File: src/rtl/vprio_pkg.sv
package vprio_pkg;
  // vectors per priority class, as a bit count
  localparam int unsigned GRP_BITS = 4;
  localparam int unsigned GRP_SIZE = 1 << GRP_BITS;
endpackage

File: src/rtl/vprio_penc.sv
// Highest-set-bit search in two levels: per-class encoders, then class select.
module vprio_penc #(
  parameter int unsigned N = 256
) (
  input  logic [N-1:0]         vec,
  output logic                 any,
  output logic [$clog2(N)-1:0] idx
);
  localparam int unsigned IW = $clog2(N);
  localparam int unsigned GB = vprio_pkg::GRP_BITS;
  localparam int unsigned GS = vprio_pkg::GRP_SIZE;
  localparam int unsigned NG = N / GS;
  localparam int unsigned CW = IW - GB;

  logic [NG-1:0]    grp_any;
  logic [NG*GB-1:0] grp_idx;

  for (genvar g = 0; g < NG; g++) begin : g_grp
    logic [GB-1:0] loc_idx;
    always_comb begin
      loc_idx = '0;
      for (int b = 0; b < GS; b++) begin
        if (vec[g*GS+b]) loc_idx = GB'(b);
      end
    end
    assign grp_any[g]            = |vec[g*GS +: GS];
    assign grp_idx[g*GB +: GB]   = loc_idx;
  end

  always_comb begin
    idx = '0;
    for (int g = 0; g < NG; g++) begin
      if (grp_any[g]) idx = {CW'(g), grp_idx[g*GB +: GB]};
    end
  end

  assign any = |grp_any;
endmodule

File: src/rtl/vprio_gate.sv
// Processor priority, line gating and acknowledge blocking.
module vprio_gate #(
  parameter int unsigned VW = 8
) (
  input  logic          en,
  input  logic [VW-1:0] tpr,
  input  logic          irr_any,
  input  logic [VW-1:0] irr_idx,
  input  logic          isr_any,
  input  logic [VW-1:0] isr_idx,
  output logic [VW-1:0] ppr,
  output logic          irq,
  output logic          ack_block
);
  localparam int unsigned GB = vprio_pkg::GRP_BITS;
  localparam int unsigned CW = VW - GB;

  logic [CW-1:0] isr_cls;
  logic [CW-1:0] tpr_cls;
  logic [CW-1:0] irr_cls;

  assign isr_cls = isr_any ? isr_idx[VW-1 -: CW] : '0;
  assign tpr_cls = tpr[VW-1 -: CW];
  assign irr_cls = irr_idx[VW-1 -: CW];

  assign ppr       = (tpr_cls >= isr_cls) ? tpr : {isr_cls, {GB{1'b0}}};
  assign irq       = en && irr_any && ((ppr == '0) || (irr_cls > ppr[VW-1 -: CW]));
  assign ack_block = (tpr != '0) && (irr_idx <= tpr);
endmodule

File: src/rtl/vprio_ctrl.sv
module vprio_ctrl #(
  parameter int unsigned NVEC = 256,
  parameter int unsigned WD   = 16,
  localparam int unsigned VW  = $clog2(NVEC)
) (
  input  logic          clk,
  input  logic          rst_n,
  input  logic          req_valid,
  input  logic [VW-1:0] req_vector,
  input  logic          req_level,
  input  logic          ack_req,
  input  logic          eoi_wr,
  input  logic          tpr_wr,
  input  logic [VW-1:0] tpr_wdata,
  input  logic          svr_wr,
  input  logic [WD-1:0] svr_wdata,
  output logic          irq,
  output logic [VW-1:0] ppr,
  output logic [VW:0]   spur_rd,
  output logic          ack_rsp_valid,
  output logic          ack_rsp_none,
  output logic [VW-1:0] ack_rsp_vector,
  output logic          ack_rsp_level
);
  // reset synchronizer: asserts at once, releases on the second edge
  logic [1:0] rst_pipe;
  logic       rst_int_n;
  always_ff @(posedge clk or negedge rst_n) begin
    if (!rst_n) rst_pipe <= 2'b00;
    else        rst_pipe <= {rst_pipe[0], 1'b1};
  end
  assign rst_int_n = rst_pipe[1];

  logic [NVEC-1:0] irr_q, irr_n, isr_q, isr_n, tmr_q, tmr_n;
  logic [VW-1:0]   tpr_q, tpr_n;
  logic [VW:0]     svr_q, svr_n;
  logic            rsp_v_n, rsp_none_n, rsp_lvl_n;
  logic [VW-1:0]   rsp_vec_n;
  logic            irr_any, isr_any, ack_block, en;
  logic [VW-1:0]   irr_idx, isr_idx;

  assign en = svr_q[VW];

  vprio_penc #(.N(NVEC)) u_irr_enc (.vec(irr_q), .any(irr_any), .idx(irr_idx));
  vprio_penc #(.N(NVEC)) u_isr_enc (.vec(isr_q), .any(isr_any), .idx(isr_idx));

  vprio_gate #(.VW(VW)) u_gate (
    .en(en), .tpr(tpr_q),
    .irr_any(irr_any), .irr_idx(irr_idx),
    .isr_any(isr_any), .isr_idx(isr_idx),
    .ppr(ppr), .irq(irq), .ack_block(ack_block)
  );

  // next state; a new request wins over a same-cycle grant of that vector
  always_comb begin
    irr_n      = irr_q;
    isr_n      = isr_q;
    tmr_n      = tmr_q;
    tpr_n      = tpr_q;
    svr_n      = svr_q;
    rsp_v_n    = ack_req;
    rsp_none_n = ack_req;
    rsp_vec_n  = '0;
    rsp_lvl_n  = 1'b0;
    if (eoi_wr && isr_any) isr_n[isr_idx] = 1'b0;
    if (ack_req && en && irr_any) begin
      rsp_none_n = 1'b0;
      if (ack_block) begin
        rsp_vec_n = svr_q[VW-1:0];
      end else begin
        irr_n[irr_idx] = 1'b0;
        isr_n[irr_idx] = 1'b1;
        rsp_vec_n      = irr_idx;
        rsp_lvl_n      = tmr_q[irr_idx];
      end
    end
    if (req_valid) begin
      irr_n[req_vector] = 1'b1;
      tmr_n[req_vector] = req_level;
    end
    if (tpr_wr) tpr_n = tpr_wdata;
    if (svr_wr) svr_n = svr_wdata[VW:0];
  end

  always_ff @(posedge clk or negedge rst_int_n) begin
    if (!rst_int_n) begin
      irr_q          <= '0;
      isr_q          <= '0;
      tmr_q          <= '0;
      tpr_q          <= '0;
      svr_q          <= {1'b0, {VW{1'b1}}};
      ack_rsp_valid  <= 1'b0;
      ack_rsp_none   <= 1'b0;
      ack_rsp_vector <= '0;
      ack_rsp_level  <= 1'b0;
    end else begin
      irr_q          <= irr_n;
      isr_q          <= isr_n;
      tmr_q          <= tmr_n;
      tpr_q          <= tpr_n;
      svr_q          <= svr_n;
      ack_rsp_valid  <= rsp_v_n;
      ack_rsp_none   <= rsp_none_n;
      ack_rsp_vector <= rsp_vec_n;
      ack_rsp_level  <= rsp_lvl_n;
    end
  end

  assign spur_rd = svr_q;
endmodule

File: config.mk
export PLATFORM = sky130hd
export DESIGN_NAME = vprio_ctrl
export DESIGN_NICKNAME = d
export VERILOG_FILES = /design/src/rtl/vprio_pkg.sv /design/src/rtl/vprio_penc.sv /design/src/rtl/vprio_gate.sv /design/src/rtl/vprio_ctrl.sv
export SDC_FILE = /design/constraint.sdc
export NUM_CORES = 2
export LEC_CHECK = 0
export BUFFER_PORTS_ARGS = -buffer_cell sky130_fd_sc_hd__buf_2
export CAP_MARGIN = 20
export CORE_ASPECT_RATIO = 0.7
export CORE_MARGIN = 2
export CORE_UTILIZATION = 55
export CTS_CLUSTER_SIZE = 25
export DETAILED_ROUTE_END_ITERATION = 10
export HOLD_SLACK_MARGIN = 0.03
export PLACE_DENSITY_LB_ADDON = 0.2
export SLEW_MARGIN = 10
export SYNTH_ARGS = -nofsm -noshare
export SYNTH_HDL_FRONTEND = slang
export SYNTH_SLANG_ARGS = --single-unit
File: constraint.sdc
create_clock -name clk -period 29.5 [get_ports clk]
set_clock_uncertainty 0.2 [all_clocks]
set_input_delay 1.475 -clock clk [delete_from_list [all_inputs] [get_ports clk]]
set_output_delay 1.475 -clock clk [all_outputs]
set_load 0.01 [all_outputs]
**Word-level counts from Yosys, hierarchy flattened**

Index checks and enable logic that the tools add are counted.
W data, S select, Z words.

- Flip-flop bits (word level): 798
- Input port bits: 40
- Output and inout bits: 29
- Logic and storage cells: 605

- Magnitude comparators: 9
- Multiplexer cells: 534
- Bitwise operators: 6
- Reduce and logical (&&, ||, !) cells: 46

Operators by type and width:

| operator | number |
|---|---|
| $mux W256 | 6 |
| $mux W4 | 259 |
| $and A256 B256 Y256 | 2 |
| $not A256 Y256 | 2 |
| $or A256 B256 Y256 | 2 |
| $reduce_or A16 Y1 | 32 |
| $reduce_or A256 Y1 | 2 |
| $mux W3 | 128 |
| $bwmux W256 | 1 |
| $mux W8 | 19 |
| $mux W2 | 64 |
| $mux W7 | 8 |
| $mux W1 | 39 |
| $lt A8 B9 Y1 const B | 3 |
| $demux W1 S8 | 3 |
| $ge A8 B1 Y1 const B | 3 |
| $mux W6 | 4 |
| $mux W5 | 2 |
| $logic_and A1 B1 Y1 | 9 |
| $bmux W1 S8 | 1 |
| $le A8 B8 Y1 | 1 |
| $logic_not A8 Y1 | 1 |
| $reduce_bool A8 Y1 | 1 |
| $ge A4 B4 Y1 | 1 |
| 2 further kinds | 2 |

**Longest topological paths before layout**

- Depth after elaboration: 41
- Gate-level depth with buffers: 27

**By module**

From an unflattened synthesis, not the netlist that was laid out.

- Cells, all modules: 4106
- Area, all modules: 39689.3 sq um

Modules (own cells, without submodules):

| module | times used | cells an instance | area an instance (sq um) | seq. area each (sq um) |
|---|---|---|---|---|
| vprio_ctrl | 1 | 3002 | 33333.2 | 19979.2 |
| vprio_penc | 2 | 508 | 2860.2 | 0.0 |
| vprio_gate | 1 | 88 | 635.6 | 0.0 |

**Worst setup path before layout**

Ideal clock, no wire load.

- Kind: flip-flop to output port
- Start point: reg isr_q[57]
- End point: out irq
- Arrival time: 5.105 ns
- Required time: 27.825 ns
- Path slack: 22.720 ns
- Cell stages (with the launch flop): 26
- Path buffers: 1
- Cell sequence: dfrtp_1 > or4_1 > or4_1 > a21oi_1 > o21ai_0 > a41oi_1 > o21a_1 > o21ai_0 > a21oi_1 > o21ai_1 > ha_1 > nand2b_1 > a21o_1 > a21o_1 > a21oi_1 > clkbuf_1 > nor2_1 > a21oi_1 > inv_1 > ha_1 > nor2b_1 > o21ai_0 > nand2b_1 > a21oi_1 > a41oi_1 > o21a_1

- Longest elaborated chain between the ends: 20
- Elaborated cells between the ends (all ways): 22
- Those cells by class: order compare (2); mux (15); reduce/logical (5)

RTL lines:

| what | RTL line | text |
|---|---|---|
| start, declared | vprio_ctrl.sv:34 | `logic [NVEC-1:0] irr_q, irr_n, isr_q, isr_n, tmr_q, tmr_n;` |
| start signal, assigned | vprio_ctrl.sv:98 | `isr_q <= isr_n;` |
| $reduce_or A16 Y1 | vprio_penc.sv:26 | `assign grp_any[g] = \|vec[g*GS +: GS];` |
| $mux W6 | vprio_penc.sv:33 | `if (grp_any[g]) idx = {CW'(g), grp_idx[g*GB +: GB]};` |
| $mux W7 (4 in a row) | vprio_penc.sv:33 |  |
| $mux W8 (8 in a row) | vprio_penc.sv:33 |  |
| $mux W4 (*) | vprio_gate.sv:22 | `assign isr_cls = isr_any ? isr_idx[VW-1 -: CW] : '0;` |
| $ge A4 B4 Y1 | vprio_gate.sv:26 | `assign ppr = (tpr_cls >= isr_cls) ? tpr : {isr_cls, {GB{1'b0}}};` |
| $mux W8 (*) | vprio_gate.sv:26 |  |
| named net ppr[5] | vprio_ctrl.sv:18 | `output logic [VW-1:0] ppr,` |
| $gt A4 B4 Y1 or $logic_not A8 Y1 (tied branches) | vprio_gate.sv:27 | `assign irq = en && irr_any && ((ppr == '0) \|\| (irr_cls > ppr[VW-1 -: CW]));` |
| $logic_or A1 B1 Y1 (*) | vprio_gate.sv:27 |  |
| $logic_and A1 B1 Y1 (*) | vprio_gate.sv:27 |  |
| end, declared | vprio_ctrl.sv:17 | `output logic irq,` |

Mark *: on every way through the listed nets, which the timed path passes. The rest lies on a longest branch.

**Final worst setup path**

- Start point: reg isr_q[57]
- End point: out irq

- Longest elaborated chain between the ends: 20
- Elaborated cells between the ends (all ways): 22
- Those cells by class: order compare (2); mux (15); reduce/logical (5)

RTL lines:

| what | RTL line |
|---|---|
| $reduce_or A16 Y1 | vprio_penc.sv:26 |
| $mux W6 | vprio_penc.sv:33 |
| $mux W7 (4 in a row) | vprio_penc.sv:33 |
| $mux W8 (8 in a row) | vprio_penc.sv:33 |
| $mux W4 (*) | vprio_gate.sv:22 |
| $ge A4 B4 Y1 | vprio_gate.sv:26 |
| $mux W8 (*) | vprio_gate.sv:26 |
| $gt A4 B4 Y1 or $logic_not A8 Y1 (tied branches) | vprio_gate.sv:27 |
| $logic_or A1 B1 Y1 (*) | vprio_gate.sv:27 |
| $logic_and A1 B1 Y1 (*) | vprio_gate.sv:27 |

Mark *: on every way between the ends. The rest lies on a longest branch, timed or not.

==> out/qor.txt <==
DIE AREA -> 77100 sq um
Clk Latency, worst-skew pair -> 670 ps
Post-route minimum period -> 9180 ps
Initial antenna violation count -> 8
Final Cycle Share -> 31.1%
Yosys warns -> 0
Crit path buffers/inverters -> 2
Synthesized Nets -> 4551
Synth-to-Final Area Change -> 10.5%
Final worst slack -> 20320 ps
WL/cell -> 30.0 um
Final setup TNS -> 0 ps
WL final -> 165000 um
DR pass1 iterations -> 9
Status -> finished, final reports clean
Slew HR -> 11.2%
Post-synth ARST share -> 100%
Root Driver -> clkbuf_16
Routability Congestion -> 1.04
Top cell types by occurrence after synthesis -> dfrtp_1 (790), nand2_1 (643), o21ai_0 (413), nor2_1 (285), a21oi_1 (258)
Layout fillers -> 6271
Final Max Slew Viols -> 0
Sequential Power Share -> 29.6%
Hold WC Path Type -> flop to flop
Tot GR Track Use -> 42.4%
Switch Pwr -> 2.02 mW
TritonCTS clock tree -> built
Netlist Area Pre-Place -> 41200 sq um
Pin count of the biggest net entering global routing -> 182
Area leader, netlist -> dfrtp_1
CTS clk-pin slew, worst paths -> 60 ps
Crit path DAT -> 7500 ps
Most frequent CP cell -> a21oi_1
Core Box Area -> 73700 sq um
Pint -> 2.27 mW
Buffers on Ports -> 61
Netlist cell types -> 85
Sequential element share of the synthesized area -> 48.5%
PwrDens -> 94.4 nW/um^2
Endpoint class of the critical path -> output port
Max VDD drop -> 0.0940 mV
Pleak -> 20.5 nW
Clock power frac -> 24.7%
Synth Instances -> 4495
FMAX -> 0.109 GHz
Post-synth EDFFs -> 0
Hold Fails Final Rpt -> 0
CP startpoint kind -> flop
CTS H-Tree Depth -> 3
Max Cap Violations -> 0
Setup violators final -> 0
Number of gates resized after CTS -> 0
CP Class -> flop to output port
Mean Syn Cell Area -> 9.16 sq um
Post-route ant nets -> 0
Worst-path maximum fanout -> 12
Clock sink count -> 798
RSZ-0062 raised after global routing -> false
Starting Density -> 55.8%
Net Sw Frac -> 47.1%
Initial DRC count -> 6425
Worst-margin pin slew -> 1330 ps
Final #Nets -> 4524
Post-DP HPWL -> 108000 um
First-pass GRT wire length -> 240000 um
Crit path required time -> 27830 ps
Top cells by area, synth -> dfrtp_1 (48%), nand2_1 (5.9%), o21ai_0 (5.0%), a22o_1 (3.7%), mux2_2 (3.6%)
Crit-path max cell delay -> 660 ps
I/O Pins -> 69
GR Overflow Total -> 0
Post-CTS Setup Inserts -> 0
Layout cells sized above 1 -> 12.3%
Vias in the first global route -> 36303
Top-count cell post-synth -> dfrtp_1
Die Y -> 233 um
Via density -> 7.11
Post-CTS Hold Buffers -> 0
Pre-CTS WS -> 21350 ps
Maximum clock path buffer count -> 3
Top Family by Delay on Critical Path -> compound AO/OA/AOI/OAI gates
TritonCTS buffer count -> 80
#FFs+latches synth -> 798
Via count -> 39211
Remaining DRCs -> 0
Row count -> 83
Crit-path slowest cell -> a21oi_1
Die Width -> 331 um
Main synth FF type -> dfrtp_1
Part of the power in combinational logic -> 45.8%
Top-area cell type share of the netlist area -> 48.0%
[metrics by stage]
| step | area (sq um) | std cells | power, mW | util, % | hold slack [ps] |
|---|---|---|---|---|---|
| after CTS | 45300 | 5497 | 4.15 | 61.5 | 154 |
| after global routing | 45500 | 5513 | 4.37 | 61.7 | 170 |
| after floorplan | 41200 | 4495 | 2.36 | - | 131 |
| after detailed placement | 42700 | 5351 | 3.11 | 57.9 | 139 |
| final | 45500 | 5515 | 4.29 | 61.7 | 152 |
| after global placement | 42600 | 5347 | 3.09 | 57.8 | 136 |
[worst paths after layout]
kind,start,slack [ps],cells past startpoint,endpoint
worst max-delay path,isr_q[57]$_DFF_PN0_,20320,25,irq
worst min-delay path,rst_pipe[0]$_DFF_PN0_,150,0,rst_pipe[1]$_DFF_PN0_
worst max register to register,irr_q[148]$_DFF_PN0_,21480,15,ack_rsp_level$_DFF_PN0_
worst min register to register,rst_pipe[0]$_DFF_PN0_,150,0,rst_pipe[1]$_DFF_PN0_
max in group asynchronous,rst_pipe[1]$_DFF_PN0_,25680,3,irr_q[120]$_DFF_PN0_
min in group asynchronous,rst_pipe[1]$_DFF_PN0_,170,0,isr_q[193]$_DFF_PN0_
[power by group through the flow]
stage / registers, mW / clock network [mW] / logic (mW)
after floorplan: 1.28 / 0 / 1.08
after global placement: 1.28 / 0 / 1.81
after detailed placement: 1.28 / 0 / 1.82
after CTS: 1.27 / 1.06 / 1.83
after global routing: 1.28 / 1.10 / 1.99
final: 1.27 / 1.06 / 1.96
[metal layers]
layer  part of all wire, %  vias to the layer above  track usage, %
li1                      -                    16554               -
met4                   5.2                        6            18.6
met2                    40                     2850            57.1
met1                    39                    19268            60.1
met3                    16                      533            16.5
met5                 0.021                        -               0
[sequential cells by signal (all words and copies together) (netlist names)]
signal,count
ack_rsp_none,1
tmr_q,256
spur_rd,9
rst_pipe,2
irr_q,256
isr_q,256
ack_rsp_valid,1
tpr_q,8
ack_rsp_vector,8
ack_rsp_level,1
[cell usage in the layout (no fill, tap or decap), drive strengths merged, types with 15 or more instances in the layout]
cell,instances
a211oi,31
a21o,19
a21oi,260
a22o,174
a22oi,29
a31oi,159
buf,188
clkbuf,131
dfrtp,790
ha,16
inv,129
mux2,130
mux2i,111
nand2,643
nand2b,45
nand3,183
nand4,80
nor2,288
nor2b,44
nor3,122
nor4,144
o211ai,20
o21ai,419
o21bai,41
o31ai,39
o41ai,33
or2,15
or4,39
[cell type report]
type | count | area (sq um) | share of cell area, %
sequential | 798 | 20000 | 43.9
multi-input combinational | 3269 | 19700 | 43.4
clock buffer | 128 | 2480 | 5.45
timing repair buffer | 191 | 1390 | 3.06
tap | 977 | 1220 | 2.69
inverter | 128 | 480 | 1.06
clock inverter | 18 | 178 | 0.391
antenna | 6 | 15.0 | 0.0330
[cell families (layout without fill, tap and decap cells)]
family	after synthesis	count (layout)	synth area share (%)
flip-flops	798	798	48.5
AO/OA/AOI/OAI	1341	1341	20.9
AND/OR/NAND/NOR	1658	1658	18.9
multiplexers	253	253	6.94
other	1	7	0.00911
adder cells (fa/ha/maj)	16	16	0.486
buffers and inverters	428	465	4.28
[worst register-to-register path, stage by stage, from the launching register on]
cell	delay, ps
dfrtp_1	410
nor4_1	770
and4b_1	440
o311ai_0	390
or4b_1	700
a2111o_1	620
a21oi_4	210
buf_4	590
buf_4	650
buf_4	870
mux2i_1	250
a22oi_1	230
a21oi_1	140
o21ai_0	520
nand4_1	480
a221oi_2	430
No activity file was read; power rests on OpenSTA's default activity.
